--- src/rtl/rtc_pkg.sv ---
package rtc_pkg;

  localparam int REG_AW = 3;
  localparam int DATA_W = 8;

  typedef enum logic [REG_AW-1:0] {
    IDX_SEC   = 3'd0,
    IDX_MIN   = 3'd1,
    IDX_HOUR  = 3'd2,
    IDX_WDAY  = 3'd3,
    IDX_DATE  = 3'd4,
    IDX_MON   = 3'd5,
    IDX_YEAR  = 3'd6,
    IDX_SPARE = 3'd7
  } reg_idx_e;

  // Binary time-of-day and calendar state
  typedef struct packed {
    logic [6:0] year;
    logic [3:0] mon;
    logic [4:0] date;
    logic [2:0] wday;
    logic [4:0] hour;
    logic [5:0] min;
    logic [5:0] sec;
  } tod_t;

  // Per-field load strobes produced by the write decoder
  typedef struct packed {
    logic year;
    logic mon;
    logic date;
    logic wday;
    logic hour;
    logic min;
    logic sec;
  } ld_mask_t;

  function automatic logic bcd_digits_ok(input logic [7:0] b);
    return (b[7:4] <= 4'd9) && (b[3:0] <= 4'd9);
  endfunction

  function automatic logic [6:0] bcd_to_bin(input logic [7:0] b);
    return 7'(b[7:4]) * 7'd10 + 7'(b[3:0]);
  endfunction

  // Tens digit by reciprocal multiply: exact for 0..99
  function automatic logic [7:0] bin_to_bcd(input logic [6:0] v);
    logic [14:0] prod;
    logic [3:0]  tens;
    prod = 15'(v) * 15'd205;
    tens = prod[14:11];
    return {tens, 4'(v - 7'(tens) * 7'd10)};
  endfunction

  function automatic logic [4:0] days_in_month(input logic [3:0] m, input logic leap);
    case (m)
      4'd2:                     return leap ? 5'd29 : 5'd28;
      4'd4, 4'd6, 4'd9, 4'd11:  return 5'd30;
      default:                  return 5'd31;
    endcase
  endfunction

endpackage

--- src/rtl/rtc_wr_decode.sv ---
module rtc_wr_decode
  import rtc_pkg::*;
(
  input  logic              wr_en,
  input  logic [REG_AW-1:0] addr,
  input  logic [DATA_W-1:0] wdata,
  output ld_mask_t          ld,
  output tod_t              wval,
  output logic              stop_ld,
  output logic              stop_val,
  output logic              cent_ld,
  output logic              cent_val
);

  logic [7:0] f_sec, f_min, f_hour, f_date, f_mon, f_year;
  logic [6:0] b_sec, b_min, b_hour, b_date, b_mon, b_year;
  logic       hit_sec, hit_min, hit_hour, hit_wday, hit_date, hit_mon, hit_year;

  always_comb begin
    hit_sec  = wr_en && (addr == IDX_SEC);
    hit_min  = wr_en && (addr == IDX_MIN);
    hit_hour = wr_en && (addr == IDX_HOUR);
    hit_wday = wr_en && (addr == IDX_WDAY);
    hit_date = wr_en && (addr == IDX_DATE);
    hit_mon  = wr_en && (addr == IDX_MON);
    hit_year = wr_en && (addr == IDX_YEAR);

    // Field extraction: only the bits each register defines
    f_sec  = {1'b0, wdata[6:0]};
    f_min  = {1'b0, wdata[6:0]};
    f_hour = {2'b00, wdata[5:0]};
    f_date = {2'b00, wdata[5:0]};
    f_mon  = {3'b000, wdata[4:0]};
    f_year = wdata;

    b_sec  = bcd_to_bin(f_sec);
    b_min  = bcd_to_bin(f_min);
    b_hour = bcd_to_bin(f_hour);
    b_date = bcd_to_bin(f_date);
    b_mon  = bcd_to_bin(f_mon);
    b_year = bcd_to_bin(f_year);

    ld.sec  = hit_sec  && bcd_digits_ok(f_sec)  && (b_sec  <= 7'd59);
    ld.min  = hit_min  && bcd_digits_ok(f_min)  && (b_min  <= 7'd59);
    ld.hour = hit_hour && bcd_digits_ok(f_hour) && (b_hour <= 7'd23);
    ld.wday = hit_wday && (wdata[2:0] != 3'd0);
    ld.date = hit_date && bcd_digits_ok(f_date) && (b_date >= 7'd1) && (b_date <= 7'd31);
    ld.mon  = hit_mon  && bcd_digits_ok(f_mon)  && (b_mon  >= 7'd1) && (b_mon  <= 7'd12);
    ld.year = hit_year && bcd_digits_ok(f_year) && (b_year <= 7'd99);

    wval.sec  = b_sec[5:0];
    wval.min  = b_min[5:0];
    wval.hour = b_hour[4:0];
    wval.wday = wdata[2:0];
    wval.date = b_date[4:0];
    wval.mon  = b_mon[3:0];
    wval.year = b_year;

    stop_ld  = hit_sec;
    stop_val = wdata[7];
    cent_ld  = hit_wday;
    cent_val = wdata[6];
  end

endmodule

--- src/rtl/rtc_time_core.sv ---
module rtc_time_core
  import rtc_pkg::*;
#(
  parameter int YEAR_BASE = 2000
) (
  input  logic     clk,
  input  logic     rst,
  input  logic     tick,
  input  ld_mask_t ld,
  input  tod_t     wval,
  input  logic     stop_ld,
  input  logic     stop_val,
  input  logic     cent_ld,
  input  logic     cent_val,
  output tod_t     tod_q,
  output logic     stop_q,
  output logic     cent_q
);

  localparam logic [1:0] BASE_MOD4 = 2'(YEAR_BASE % 4);

  tod_t       nxt;
  logic       adv, leap;
  logic [4:0] dim;
  logic       c_min, c_hour, c_day, c_mon, c_year;

  always_comb begin
    adv    = tick && !stop_q;
    leap   = (2'(tod_q.year[1:0] + BASE_MOD4) == 2'b00);
    dim    = days_in_month(tod_q.mon, leap);

    c_min  = adv    && (tod_q.sec  == 6'd59);
    c_hour = c_min  && (tod_q.min  == 6'd59);
    c_day  = c_hour && (tod_q.hour == 5'd23);
    c_mon  = c_day  && (tod_q.date >= dim);
    c_year = c_mon  && (tod_q.mon  == 4'd12);

    nxt = tod_q;
    if (adv)    nxt.sec  = c_min  ? 6'd0 : tod_q.sec + 6'd1;
    if (c_min)  nxt.min  = c_hour ? 6'd0 : tod_q.min + 6'd1;
    if (c_hour) nxt.hour = c_day  ? 5'd0 : tod_q.hour + 5'd1;
    if (c_day) begin
      nxt.date = c_mon ? 5'd1 : tod_q.date + 5'd1;
      nxt.wday = (tod_q.wday >= 3'd7) ? 3'd1 : tod_q.wday + 3'd1;
    end
    if (c_mon)  nxt.mon  = c_year ? 4'd1 : tod_q.mon + 4'd1;
    if (c_year) nxt.year = (tod_q.year == 7'd99) ? 7'd0 : tod_q.year + 7'd1;

    // Host writes override the tick result for their own field
    if (ld.sec)  nxt.sec  = wval.sec;
    if (ld.min)  nxt.min  = wval.min;
    if (ld.hour) nxt.hour = wval.hour;
    if (ld.wday) nxt.wday = wval.wday;
    if (ld.date) nxt.date = wval.date;
    if (ld.mon)  nxt.mon  = wval.mon;
    if (ld.year) nxt.year = wval.year;
  end

  always_ff @(posedge clk) begin
    if (rst) begin
      tod_q  <= '{year: 7'd0, mon: 4'd1, date: 5'd1, wday: 3'd1,
                  hour: 5'd0, min: 6'd0, sec: 6'd0};
      stop_q <= 1'b0;
      cent_q <= 1'b0;
    end else begin
      tod_q <= nxt;
      if (stop_ld) stop_q <= stop_val;
      if (cent_ld) cent_q <= cent_val;
    end
  end

  // a halted clock with no write keeps every field
  p_stop_hold_r7: assert property (@(posedge clk) disable iff (rst)
    (stop_q && (ld == '0)) |=> $stable(tod_q));

  // a running tick at 59 seconds wraps seconds
  p_sec_wrap_r8: assert property (@(posedge clk) disable iff (rst)
    (tick && !stop_q && !ld.sec && (tod_q.sec == 6'd59)) |=> (tod_q.sec == 6'd0));

  // weekday wraps 7 -> 1 at the day boundary
  p_wday_wrap_r8: assert property (@(posedge clk) disable iff (rst)
    (tick && !stop_q && (ld == '0) && (tod_q.wday == 3'd7) && (tod_q.hour == 5'd23) &&
     (tod_q.min == 6'd59) && (tod_q.sec == 6'd59)) |=> (tod_q.wday == 3'd1));

  // fields never leave their legal ranges
  p_fields_legal_r6: assert property (@(posedge clk) disable iff (rst)
    (tod_q.sec <= 6'd59) && (tod_q.min <= 6'd59) && (tod_q.hour <= 5'd23) &&
    (tod_q.date != 5'd0) && (tod_q.mon >= 4'd1) && (tod_q.mon <= 4'd12) &&
    (tod_q.year <= 7'd99) && (tod_q.wday != 3'd0));

  // a decoded write lands in the next cycle, tick or not
  p_write_wins_r10: assert property (@(posedge clk) disable iff (rst)
    ld.min |=> (tod_q.min == $past(wval.min)));

endmodule

--- src/rtl/rtc_rd_mux.sv ---
module rtc_rd_mux
  import rtc_pkg::*;
(
  input  logic              clk,
  input  logic              rst,
  input  logic              rd_en,
  input  logic [REG_AW-1:0] addr,
  input  tod_t              tod,
  input  logic              stop,
  input  logic              cent,
  output logic [DATA_W-1:0] rdata
);

  logic [DATA_W-1:0] sel;

  always_comb begin
    case (reg_idx_e'(addr))
      IDX_SEC:  sel = bin_to_bcd({1'b0, tod.sec}) | {stop, 7'd0};
      IDX_MIN:  sel = bin_to_bcd({1'b0, tod.min});
      IDX_HOUR: sel = bin_to_bcd({2'b00, tod.hour});
      IDX_WDAY: sel = {1'b0, cent, 3'b000, tod.wday};
      IDX_DATE: sel = bin_to_bcd({2'b00, tod.date});
      IDX_MON:  sel = bin_to_bcd({3'b000, tod.mon});
      IDX_YEAR: sel = bin_to_bcd(tod.year);
      default:  sel = '0;
    endcase
  end

  always_ff @(posedge clk) begin
    if (rst)        rdata <= '0;
    else if (rd_en) rdata <= sel;
  end

  // read data holds between reads
  p_rd_hold_r2: assert property (@(posedge clk) disable iff (rst)
    !rd_en |=> $stable(rdata));

  // the spare index always reads zero
  p_spare_zero_r2: assert property (@(posedge clk) disable iff (rst)
    (rd_en && (addr == IDX_SPARE)) |=> (rdata == '0));

endmodule

--- src/rtl/rtc_bcd_clock.sv ---
module rtc_bcd_clock
  import rtc_pkg::*;
#(
  parameter int YEAR_BASE = 2000
) (
  input  logic              clk,
  input  logic              rst,
  input  logic              tick,
  input  logic              wr_en,
  input  logic              rd_en,
  input  logic [REG_AW-1:0] addr,
  input  logic [DATA_W-1:0] wdata,
  output logic [DATA_W-1:0] rdata
);

  ld_mask_t ld;
  tod_t     wval, tod_q;
  logic     stop_ld, stop_val, cent_ld, cent_val, stop_q, cent_q;

  rtc_wr_decode u_dec (
    .wr_en    (wr_en),
    .addr     (addr),
    .wdata    (wdata),
    .ld       (ld),
    .wval     (wval),
    .stop_ld  (stop_ld),
    .stop_val (stop_val),
    .cent_ld  (cent_ld),
    .cent_val (cent_val)
  );

  rtc_time_core #(.YEAR_BASE(YEAR_BASE)) u_core (
    .clk      (clk),
    .rst      (rst),
    .tick     (tick),
    .ld       (ld),
    .wval     (wval),
    .stop_ld  (stop_ld),
    .stop_val (stop_val),
    .cent_ld  (cent_ld),
    .cent_val (cent_val),
    .tod_q    (tod_q),
    .stop_q   (stop_q),
    .cent_q   (cent_q)
  );

  rtc_rd_mux u_rd (
    .clk   (clk),
    .rst   (rst),
    .rd_en (rd_en),
    .addr  (addr),
    .tod   (tod_q),
    .stop  (stop_q),
    .cent  (cent_q),
    .rdata (rdata)
  );

  // a seconds write updates the stop bit in the next cycle
  p_stop_write_r3: assert property (@(posedge clk) disable iff (rst)
    (wr_en && (addr == IDX_SEC)) |=> (stop_q == $past(wdata[7])));

endmodule

--- config.mk ---
export PLATFORM = sky130hd
export DESIGN_NAME = rtc_bcd_clock
export DESIGN_NICKNAME = d
export VERILOG_FILES = /design/src/rtl/rtc_pkg.sv /design/src/rtl/rtc_wr_decode.sv /design/src/rtl/rtc_time_core.sv /design/src/rtl/rtc_rd_mux.sv /design/src/rtl/rtc_bcd_clock.sv
export SDC_FILE = /design/constraint.sdc
export NUM_CORES = 1
export LEC_CHECK = 0
export ABC_AREA = 1
export ABC_CLOCK_PERIOD_IN_PS = 4500
export BUFFER_PORTS_ARGS = -buffer_cell sky130_fd_sc_hd__buf_2
export CORE_UTILIZATION = 59
export CTS_BUF_LIST = sky130_fd_sc_hd__clkbuf_8 sky130_fd_sc_hd__clkbuf_16
export CTS_CLUSTER_DIAMETER = 150
export CTS_CLUSTER_SIZE = 40
export DETAILED_ROUTE_END_ITERATION = 12
export HOLD_SLACK_MARGIN = 0.08
export PLACE_DENSITY = 0.79
export REMOVE_ABC_BUFFERS = 1
export SYNTH_ARGS = -nofsm -noshare
export SYNTH_HDL_FRONTEND = slang
export SYNTH_SLANG_ARGS = --single-unit
export TNS_END_PERCENT = 100
--- constraint.sdc ---
create_clock -name clk -period 4.5 [get_ports clk]
set_input_delay 1.125 -clock clk [delete_from_list [all_inputs] [get_ports clk]]
set_output_delay 1.125 -clock clk [all_outputs]
set_load 0.01 [all_outputs]
==> results.md, run 1 <==
- In the final layout, the multi-input gates occupy 6160 um2.
- The category of the critical setup timing path is reg2reg.
- Max-cap violations in this run came to 0.
- The final critical path time including I/O delays and setup is 4.35 ns.
- The final-layout setup total negative slack is 0 ns.
- The first global-routing pass estimated 29.8 mm of wire.
- The routed layout has 7,106 vias.
- 24 I/O pins were placed.
- The worst setup margin is 0.147 ns.
- The final routed wirelength across all metal layers is 18.7 mm.
- The number of global-route vias before repair came to 6,541.
- For this configuration, the core starts out at a cell density of 0.607.
- The clock tree root buffer cell is clkbuf_16.
- The total CTS buffers is 5.
- The final-layout fill cell count is 1,066.
- The path class of the tightest hold or removal check is reg2reg.
- The global routing usage on met3 is 0.0324.
- The worst setup path startpoint is u_core.tod_q[33]$_SDFFE_PP0P_.
- In the global route stage, met1 resource usage came out at 0.367.
- The worst-case IR drop observed on VDD is 130 uV.
- Measured along the x axis, the die boundary spans 116 um.
- The endpoint required time on the critical path is 4.67 ns.
- The final count of pins violating max slew is 0.
- The total DRC errors in the routed layout is 0.
- ha_1 takes more of the synthesized area than any other cell.
- The maximum number of pins on one net before global-route repair is 32.
- The clock slew seen by the registers of the worst setup and hold paths is 0.07 ns.
- The synthesis-to-layout area growth is 11.8%.
- The global-route usage over all layers is 0.278.
- Setup repair after global routing could not meet its margin everywhere.
- Detailed placement finished with a half-perimeter wire length of 14.8 mm.
- The worst hold path begins at u_core.cent_q$_SDFFE_PP0P_.
- STA puts the critical path data arrival time at 4.53 ns.
- The total of hold buffers inserted after clock tree synthesis is 0.
- In the final layout, the share of cells above drive strength 1 is 0.131.
- For this run, global-route usage on met2 was measured as 0.473.
- After global routing the overflow that remains totals 0.
- STA classifies the critical path endpoint as a register.
- The port buffer count is 23.
- Counting stages on the worst path, the most repeated cell is nand2_1.
- The post-route standard cell area excluding fillers is 8560 um2.
- The count of clock tree sinks is 46.
- After layout, the design draws a total of 1180 uW.
- The iteration-0 DRC count of the detailed router is 565.
- The worst clock skew is 0.00712 ns.
- Summed over all cells, the static leakage comes to 0.00475 uW.
- At the pin with the least slew margin, the transition time is 0.656 ns.
- The slowest stage of the critical path belongs to the cell fa_1.
- TritonCTS built the clock tree.
- Derived from the worst setup path, the maximum achievable clock frequency is 0.230 GHz.
- Synthesis handed over a netlist of 1,070 instances.
- The sequential cell area fraction in the yosys report is 0.120.
- The register bit total from synthesis is 46.
- In this run the mean area of a mapped cell was 7.15 um2.
- After floorplanning, the core was divided into 41 placement rows.
- The count of buffering cells on the critical path with inverters included is 7.
- In the post-synthesis netlist, the biggest area contributors are ha_1, dfxtp_1, nand2_1.
- The total number of nets in the final design is 1,342.
- Using the TritonRoute via totals, the vias-per-cell ratio works out to 5.50.
- The worst setup path is launched from a register.
- The floorplan step set the die height to 116 um.
- The pre-CTS setup slack is 0.0185 ns.
- In this run the remaining antenna-violating nets after routing total 0.
- The clock passes through at most 2 buffers.
- The gate family responsible for the most delay along the worst path is adder cells.
- The launching point of the worst reg2reg path is u_core.tod_q[33]$_SDFFE_PP0P_.
- Synthesis instantiated 46 different standard cells from the library.
- The number of endpoints with negative hold slack in the final report came to 0.
- For this design the ratio of total power to cell area is 138 nW/um2.
- The clock tree synthesis step divided the H-tree into 2 levels.
- The last weighted congestion value of the routability-driven placer is 0.912.
- The first-pass iteration count of the detailed router is 5.
- met2 is the most crowded layer.
- The die area is 13,400 um2.
- Dividing the detail-routed wire length by the instance count gives 14.4 um.
- The worst slew slack as a fraction of its limit is 0.562.
- The register area is 937 um2.
- At the later pin of the worst-skew pair, clock insertion delay measures 0.30 ns.
- For this run, the slowest stage of the critical path takes 0.51 ns.
- Along the worst path, the maximum fanout reaches 4.
- In this run the cell area measured after placement is 8100 um2.
- In the finished design, the share of the clock period the worst path needs comes to 0.967.
- The run finished with clean final reports.
- Setup violations remaining at the end of the flow were counted as 0.
- The placeable core region is 12,600 um2.
- Of the post-synthesis cell area, the dominant cell type holds 0.291.
- After synthesis the cells add up to 7650 um2.
- The number of warnings issued by yosys is 0.
- The initial antenna violation count is 2.
[flip-flops by register name (all words and copies together) (netlist names)]
name / cells
u_core.cent_q: 1
u_core.stop_q: 1
u_rd.rdata: 8
u_core.tod_q: 36
[report_power, final]
part / total [uW] / switching [uW] / internal (uW)
sequential: 426 / 11.0 / 415
combinational: 314 / 201 / 113
clock: 440 / 179 / 261
total: 1180 / 391 / 789
[placed cells by master (no fill, tap or decap), drive strengths merged, types with 2 or more instances in the layout]
master and count:
o211ai 6, nor2 77, nand3b 5, a31oi 16, inv 209, clkbuf 5, nand4 16, o21a 2
fa 31, a211oi 2, a21boi 2, nand3 60, nor3 14, xor2 30, o221ai 7, nand2 243
a21oi 46, ha 178, dfxtp 46, or2 10, diode 2, o21ai 39, xnor2 10, buf 46
o22ai 8
[worst paths after layout]
kind | to | slack (ns) | depth (start not counted)
max | u_rd.rdata[3]$_SDFFE_PP0P_ | 0.15 | 29
min | u_core.cent_q$_SDFFE_PP0P_ | 0.46 | 2
min reg2reg | u_core.cent_q$_SDFFE_PP0P_ | 0.46 | 2
max reg2reg | u_rd.rdata[3]$_SDFFE_PP0P_ | 0.15 | 29
[stage by stage]
step | cells | util | hold slack, ns
final | 1292 | 0.678 | 0.463
after global placement | 1277 | 0.641 | 0.446
after detailed placement | 1277 | 0.641 | 0.449
after CTS | 1285 | 0.655 | 0.459
after global routing | 1292 | 0.678 | 0.480
after floorplan | 1064 | - | 0.431
[worst reg2reg max path: cells and delay by family, from the launching register on]
kind                     cells  cell delay [ns]
AO/OA/AOI/OAI                3             0.35
buffers and inverters        7             0.37
adder cells (fa/ha/maj)      7             2.16
AND/OR/NAND/NOR             11             0.79
XOR/XNOR                     1             0.18
flip-flops                   1             0.40
[cells by family (layout without fill, tap and decap cells)]
kind of cell / count (synthesis) / count (layout) / synth area share
flip-flops: 46 / 46 / 0.120
buffers and inverters: 214 / 262 / 0.105
XOR/XNOR: 40 / 40 / 0.0458
AND/OR/NAND/NOR: 425 / 425 / 0.250
adder cells (fa/ha/maj): 209 / 209 / 0.372
other: 0 / 2 / 0
AO/OA/AOI/OAI: 136 / 136 / 0.106
[timing repair]
action                     CTS  global route
gates resized for setup      0            54
setup endpoints to repair    0             3
setup buffers                0             5
[synth_stat cells, drive strengths merged]
cell type	n
a22o	1
a21boi	2
o2111ai	1
dfxtp	46
nand3	60
o221ai	7
xor2	30
o21bai	1
nand3b	5
o21a	2
a21oi	46
o22ai	8
o2bb2ai	1
nand4	16
o41ai	1
a31oi	16
o211ai	6
clkbuf	3
ha	178
xnor2	10
a211oi	2
o21ai	39
buf	3
inv	208
nand2	243
fa	31
a311oi	1
or2	10
a41oi	1
nor3	14
a221oi	1
nor2	77
[per-layer routing]
layer	routed length [um]	vias up	part of all wire
met2	8780	204	0.47
met5	0	-	0
met1	8500	3256	0.46
met3	974	36	0.052
li1	-	3610	-
met4	404	0	0.022
[area by class of cell]
class,instances,share of cell area
clock buffers,5,0.0146
inverters,208,0.0915
clock inverters,3,0.00482
repair buffers,46,0.0336
multi-input cells,810,0.720
diodes,2,0.000585
well taps,172,0.0251
flip-flops and latches,46,0.109
(Power assumes the default switching activity.)
==> run 2, diff against run 1 <==
--- a/config.mk
+++ b/config.mk
@@ -7,7 +7,7 @@
 export LEC_CHECK = 0
 export ABC_AREA = 1
 export ABC_CLOCK_PERIOD_IN_PS = 4500
-export BUFFER_PORTS_ARGS = -buffer_cell sky130_fd_sc_hd__buf_2
+export BUFFER_PORTS_ARGS = -buffer_cell sky130_fd_sc_hd__clkbuf_2
 export CORE_UTILIZATION = 59
 export CTS_BUF_LIST = sky130_fd_sc_hd__clkbuf_8 sky130_fd_sc_hd__clkbuf_16
 export CTS_CLUSTER_DIAMETER = 150
==> results.md, run 2 (synthesized netlist as in run 1, its figures left out) <==
- The worst slew slack as a fraction of its limit is 0.542 (-0.0201).
- The post-route standard cell area excluding fillers came to 8550 um2 (about the same).
- The worst clock skew is 0.00981 ns (+0.00269 ns).
- The last weighted congestion value of the routability-driven placer is 0.911 (-0.13%).
- The CTS tree is yes.
- The port buffer count came to 23 (unchanged).
- The endpoint required time on the critical path is 4.68 ns (about the same).
- The sum of net half-perimeters after detailed placement was 14.6 mm (-0.94%).
- The detailed router used layers up to and including met4.
- The initial standard-cell utilization of the core is 0.607 (unchanged).
- The synthesis-to-layout area growth is 11.7% (about the same).
- The amount of wire on met3 after detailed routing is 966 um (-0.82%).
- The final critical path time including I/O delays and setup was 4.42 ns (+0.0677 ns).
- The total CTS buffers is 5 (unchanged).
- The number of endpoints with negative hold slack in the final report is 0 (unchanged).
- The transition time at the pin with the least slew margin is 0.686 ns (+0.0301 ns).
- The number of vias per cell was 5.48 (-0.32%).
- The total of max-cap violations is 0 (unchanged).
- The register containing the most flip-flops in the final layout is u_core.tod_q.
- The path class of the tightest hold or removal check is reg2reg.
- The clock network latency to the later pin of the worst-skew pair is 0.30 ns (about the same).
- The category of the critical setup timing path is reg2reg.
- The count of final setup violators is 0 (unchanged).
- The final standard cell utilization of the core is 0.678 (about the same).
- The routed wire length on met2 is 8.50 mm (-3.2%).
- The share of layout cells above drive strength 1 is 0.132 (+0.00155).
- The worst setup path is captured at a register.
- The placeable core region is 12,600 um2 (unchanged).
- The flip-flop count of the largest register, all copies and words added is 36 (unchanged).
- The cell type of the slowest stage on the worst timing path is fa_2.
- The initial antenna violation count came to 0 (-2).
- The area after detailed placement is 8100 um2 (unchanged).
- The die width is 116 um (unchanged).
- The wire length of the first global-routing pass is 29.9 mm (+0.44%).
- The antenna cell count was 0 (-2).
- The power per unit of standard cell area is 138 nW/um2 (-0.16%).
- The worst endpoint data arrival time came to 4.60 ns (+0.07 ns).
- The first-pass iteration count of the detailed router is 6 (+1).
- The total congestion overflow is 0 (unchanged).
- The critical-path maximum fanout is 4 (unchanged).
- The post-detailed-route wirelength per cell is 14.3 um (-1.2%).
- The remaining antenna violation count is 0 (unchanged).
- The global-route usage over all layers is 0.277 (-0.00108).
- The gate family responsible for the most delay along the worst path is adder cells.
- The final cycle utilization of the critical path is 0.982 (+0.0151).
- The total DRC errors in the routed layout is 0 (unchanged).
- The deepest clock path buffer count is 2 (unchanged).
- The clock tree root buffer cell is clkbuf_16.
- The total of hold buffers inserted after clock tree synthesis is 0 (unchanged).
- The number of global-route vias before repair was 6,539 (-0.031%).
- The worst-case register-to-register setup slack was 0.08 ns (-0.07 ns).
- The count of buffering cells on the critical path with inverters included is 7 (unchanged).
- The final routed wirelength across all metal layers was 18.4 mm (-1.2%).
- The standard-cell row count was 41 (unchanged).
- The final count of pins violating max slew is 0 (unchanged).
- The static power due to leakage was 0.00477 uW (+0.40%).
- The via count is 7,083 (-0.32%).
- Leaving out fill and tap cells, the most frequent cells in the layout are nand2_1, inv_1, ha_1.
- The worst setup margin is 0.0790 ns (-0.0677 ns).
- The die area is 13,400 um2 (unchanged).
- The run finished with clean final reports.
- The maximum vdd ir drop is 150 uV (+16%).
- The total number of nets in the final design is 1,344 (+0.15%).
- The post-route met1 wirelength is 8.42 mm (-0.91%).
- The count of clock tree sinks is 46 (unchanged).
- The final-layout setup total negative slack is 0 ns (unchanged).
- The number of top-level pins is 24 (unchanged).
- Leaving out fill and tap cells, the most frequent cell in the layout is nand2_1.
- The pre-CTS setup slack came to 0.0162 ns (-0.00230 ns).
- The iteration-0 DRC count of the detailed router came to 458 (-19%).
- The timing-limited maximum frequency came to 0.226 GHz (-1.5%).
- The largest registers in the layout are u_core.tod_q: 36 flops, u_rd.rdata: 8 flops.
- The final instance count without filler cells is 1,292 (unchanged).
- STA classifies the critical path startpoint as a register.
- The clock slew seen by the registers of the worst setup and hold paths is 0.07 ns (about the same).
- The maximum number of pins on one net before global-route repair came to 31 (-3.1%).
- The longest individual stage delay on the worst path is 0.52 ns (about the same).
- The number of levels the H-tree was split into is 2 (unchanged).
- The die extent in y is 116 um (unchanged).
- The placed instance count is 1,277 (unchanged).
[run 2: area by class of cell]
| type | instances | area, um2 |
|---|---|---|
| clock buffers | 5 | 125 |
| clock inverters | 3 | 41.3 |
| fillers | 1064 | 4070 |
| inverters | 208 | 783 |
| multi-input cells | 810 | 6150 |
| flip-flops and latches | 46 | 936 |
| well taps | 172 | 215 |
| repair buffers | 48 | 303 |
[run 2: what timing repair did]
action / CTS / global route
buffers inserted: 0 / 7
endpoints found under the hold margin: 0 / 0
setup endpoints to repair: 0 / 3
resized for setup: 0 / 56
[run 2: final timing paths]
| path | start | end | cells after the start |
|---|---|---|---|
| worst max-delay path | u_core.tod_q[33]$_SDFFE_PP0P_ | u_rd.rdata[3]$_SDFFE_PP0P_ | 28 |
| worst min register to register | u_rd.rdata[6]$_SDFFE_PP0P_ | u_rd.rdata[6]$_SDFFE_PP0P_ | 2 |
| worst max register to register | u_core.tod_q[33]$_SDFFE_PP0P_ | u_rd.rdata[3]$_SDFFE_PP0P_ | 28 |
| worst min-delay path | u_rd.rdata[6]$_SDFFE_PP0P_ | u_rd.rdata[6]$_SDFFE_PP0P_ | 2 |
[run 2: report_power, final]
part	internal (uW)	leakage [uW]	total, uW	switching, uW
logic	113	0.00431	314	201
clock network	261	0.0000812	437	176
registers	415	0.000376	426	10.9
[run 2: worst reg2reg max path, delay by kind of cell, from the launching register on]
| family | cells | cell delay (ns) |
|---|---|---|
| compound gates | 3 | 0.33 |
| xor+xnor | 1 | 0.20 |
| flops | 1 | 0.39 |
| fa+ha+maj | 7 | 2.17 |
| buf+inv | 7 | 0.42 |
| simple gates | 10 | 0.78 |
[run 2: layer usage]
layer	vias up	GRT usage
li1	3601	-
met1	3200	0.369
met2	235	0.464
met3	47	0.0324
met4	0	0.0906
met5	-	0
[run 2: through the flow]
step                      hold WS (ns)  power, uW
after CTS                        0.467       1160
after floorplan                  0.431        637
after detailed placement         0.449        729
after global placement           0.446        723
final                            0.466       1180
after global routing             0.483       1230
==> run 3, diff against run 2 <==
--- a/config.mk
+++ b/config.mk
@@ -5,9 +5,9 @@
 export SDC_FILE = /design/constraint.sdc
 export NUM_CORES = 1
 export LEC_CHECK = 0
-export ABC_AREA = 1
 export ABC_CLOCK_PERIOD_IN_PS = 4500
 export BUFFER_PORTS_ARGS = -buffer_cell sky130_fd_sc_hd__clkbuf_2
+export CORE_ASPECT_RATIO = 0.5
 export CORE_UTILIZATION = 59
 export CTS_BUF_LIST = sky130_fd_sc_hd__clkbuf_8 sky130_fd_sc_hd__clkbuf_16
 export CTS_CLUSTER_DIAMETER = 150
==> results.md, run 3 <==
- The flow ran to the end, but the final reports show violations.
- The final reports fail on DRC.
- The static power due to leakage is 0.00422 uW (-11%).
- The initial standard-cell utilization of the core is 0.610 (+0.00340).
- The die area is 12,800 um2 (-5.1%).
- The number of global-route vias before repair is 6,141 (-6.1%).
- The total DRC errors in the routed layout is 1 (+1).
- The port buffer count is 23 (unchanged).
- The cell area after technology mapping came to 7240 um2 (-5.4%).
- The type of the worst min-delay path is reg2reg.
- The total number of nets in the final design came to 1,145 (-15%).
- The die width was 159 um (+37%).
- The worst setup path is launched from a register.
- The average footprint of a synthesized cell is 8.41 um2 (+18%).
- The maximum number of pins on one net before global-route repair is 49 (+58%).
- In this run the most used layer during global routing was met2.
- The worst endpoint data arrival time came to 4.56 ns (-0.04 ns).
- The count of final setup violators was 0 (unchanged).
- The deepest clock path buffer count came to 2 (unchanged).
- The final count of pins violating max slew is 0 (unchanged).
- The global-route met1 utilization is 0.376 (+0.00689).
- The met2 global-route usage is 0.499 (+0.0348).
- The global-route usage over all layers was 0.286 (+0.00957).
- The final instance count without filler cells is 1,086 (-16%).
- The gate count of the mapped netlist is 861 (-20%).
- The sum of net half-perimeters after detailed placement is 14.2 mm (-2.9%).
- The register bit total from synthesis was 46 (unchanged).
- The number of synthesized flops with an enable pin is 0 (unchanged).
- The number of endpoints with negative hold slack in the final report was 0 (unchanged).
- The total CTS buffers was 5 (unchanged).
- The timing-limited maximum frequency is 0.226 GHz (+0.12%).
- The die extent in y came to 80.4 um (-31%).
- Setup repair after global routing could not meet its margin everywhere.
- Ranked by instance count, the synthesized netlist is headed by ha_1, inv_1, nand2_1.
- The placed instance count was 1,068 (-16%).
- The endpoint required time on the critical path is 4.64 ns (-0.04 ns).
- The post-detailed-route wirelength per cell is 17.4 um (+22%).
- The standard-cell row count is 28 (-32%).
- In the layout the commonest cells are ha_1, inv_1, nand2_1.
- The last weighted congestion value of the routability-driven placer is 0.966 (+6.1%).
- The via count came to 6,598 (-6.8%).
- The pre-CTS setup slack came to -0.172 ns (-0.188 ns).
- The total of max-cap violations was 0 (unchanged).
- Compared with the post-synthesis result, the final layout area differs by 16.7%.
- The clock slew seen by the registers of the worst setup and hold paths came to 0.07 ns (about the same).
- The register containing the most flip-flops in the final layout is u_core.tod_q.
- The initial antenna violation count is 0 (unchanged).
- The commonest non-fill, non-tap cell in the layout is ha_1.
- The global routing usage on met3 is 0.0418 (+0.00941).
- The library cell occupying the most area in the post-synthesis netlist is ha_1.
- The number of warnings issued by yosys is 0 (unchanged).
- The number of distinct library cells after synthesis is 75 (+63%).
- The cell type of the slowest stage on the worst timing path is fa_2.
- The category of the critical setup timing path is reg2reg.
- The largest registers in the layout are u_core.tod_q: 36 flops, u_rd.rdata: 8 flops.
- The antenna cell count is 0 (unchanged).
- Ranked by total cell area, the synthesized netlist is headed by ha_1, dfxtp_1, fa_1.
- The worst setup margin is 0.0843 ns (+0.00533 ns).
- The final routed wirelength across all metal layers came to 18.9 mm (+2.4%).
- The number of vias per cell is 6.08 (+11%).
- The category of the worst setup path capture point is a register.
- The longest individual stage delay on the worst path was 0.56 ns (+0.04 ns).
- The worst slew slack as a fraction of its limit came to 0.247 (-0.295).
- The minimum hold slack came to 0.478 ns (+0.0123 ns).
- The clock network latency to the later pin of the worst-skew pair was 0.30 ns (about the same).
- The clock tree root buffer cell is clkbuf_16.
- The final critical path time including I/O delays and setup is 4.42 ns (-0.00533 ns).
- The power per unit of standard cell area is 139 nW/um2 (+1.0%).
- The maximum vdd ir drop is 125 uV (-16%).
- The flip-flop count of the largest register, all copies and words added is 36 (unchanged).
- The fraction of registers with async set/reset is 0 (unchanged).
- The final cycle utilization of the critical path is 0.981 (-0.00118).
- The worst clock skew is 0.00447 ns (-0.00534 ns).
- The number of top-level pins is 24 (unchanged).
- TritonCTS built the clock tree.
- The count of clock tree sinks is 46 (unchanged).
- The share of the synthesized area in the top cell type is 0.307 (+0.0165).
- The total congestion overflow is 0 (unchanged).
- The placeable core region was 11,900 um2 (-5.9%).
- The wire length of the first global-routing pass is 29.5 mm (-1.2%).
- The leading cell type by number of instances after synthesis is ha_1.
- The iteration-0 DRC count of the detailed router is 450 (-1.7%).
- The top flip-flop cell by instance count after synthesis is dfxtp_1.
- The critical path goes through buf_4 > ha_4 > fa_2 > inv_1 > ha_1 > ha_2 > a211oi_2 > o211ai_1 > a21boi_4 > xnor2_2 > ha_2 > inv_2 > fa_1 > mux2_4 > a22oi_2 > o22ai_2 > a21oi_2 > nor2_1 > a21oi_1 > nor2_1.
- The transition time at the pin with the least slew margin is 1.13 ns (+0.443 ns).
- The critical-path maximum fanout is 2 (-2).
- The first-pass iteration count of the detailed router is 9 (+3).
- The remaining antenna violation count is 0 (unchanged).
- The sequential cell area fraction in the yosys report is 0.127 (+0.00681).
- The number of levels the H-tree was split into came to 2 (unchanged).
- The share of layout cells above drive strength 1 came to 0.193 (+0.0611).
[run 3: cell type report]
| type | count | area [um2] |
|---|---|---|
| sequential | 46 | 937 |
| fill | 871 | 3420 |
| tap | 165 | 206 |
| timing repair buffer | 73 | 502 |
| multi-input combinational | 682 | 6230 |
| inverter | 112 | 423 |
| clock inverter | 2 | 12.5 |
| clock buffer | 6 | 139 |
[run 3: repair_timing]
action / CTS / global route
gates resized for setup: 11 / 73
setup endpoints to repair: 2 / 2
pin swaps: 8 / 44
setup buffers: 2 / 8
hold buffers: 0 / 0
endpoints found under the hold margin: 0 / 0
[run 3: report_power, final]
group | switching, uW | total, uW | leakage [uW] | internal [uW]
clock network | 177 | 398 | 0.0000729 | 221
registers | 10.6 | 426 | 0.000377 | 415
logic | 209 | 351 | 0.00377 | 142
total | 397 | 1180 | 0.00422 | 778
[run 3: through the flow]
| stage | TNS, ns | util | cell area [um2] | power, uW |
|---|---|---|---|---|
| finish | 0 | 0.712 | 8450 | 1180 |
| global route | -0.125 | 0.712 | 8450 | 1230 |
| CTS | 0 | 0.672 | 7980 | 1150 |
| detailed placement | -0.249 | 0.654 | 7770 | 752 |
| global placement | -0.0473 | 0.654 | 7770 | 739 |
| floorplan | 0 | - | 7140 | 637 |
[run 3: per-layer routing]
layer,part of all wire,vias to the layer above
li1,-,3147
met1,0.44,3158
met2,0.48,253
met3,0.064,40
met4,0.020,0
met5,0,-
[run 3: worst paths after layout]
path	cells past startpoint	from	slack [ns]	to
setup reg to reg	20	u_core.tod_q[11]$_SDFFE_PP0P_	0.08	u_rd.rdata[2]$_SDFFE_PP0P_
setup / recovery	20	u_core.tod_q[11]$_SDFFE_PP0P_	0.08	u_rd.rdata[2]$_SDFFE_PP0P_
hold / removal	2	u_core.cent_q$_SDFFE_PP0P_	0.48	u_core.cent_q$_SDFFE_PP0P_
hold reg to reg	2	u_core.cent_q$_SDFFE_PP0P_	0.48	u_core.cent_q$_SDFFE_PP0P_
[run 3: logic make-up (layout without fill, tap and decap cells)]
logic type | Yosys count | in the layout | synth area share
muxes | 16 | 16 | 0.0263
AOI/OAI and AO/OA | 174 | 174 | 0.164
xor gates and xnor gates | 51 | 51 | 0.0617
adders and majority gates | 209 | 209 | 0.393
and+or+nand+nor | 232 | 232 | 0.156
buffers and inverters | 133 | 193 | 0.0718
DFF | 46 | 46 | 0.127
[run 3: critical path: cells and delay by family (launching register included)]
family	cells	cell delay (ns)
flip-flops	1	0.33
XOR/XNOR	1	0.14
buffers and inverters	3	0.23
AO/OA/AOI/OAI	7	1.22
adder cells (fa/ha/maj)	6	1.95
multiplexers	1	0.29
AND/OR/NAND/NOR	2	0.11
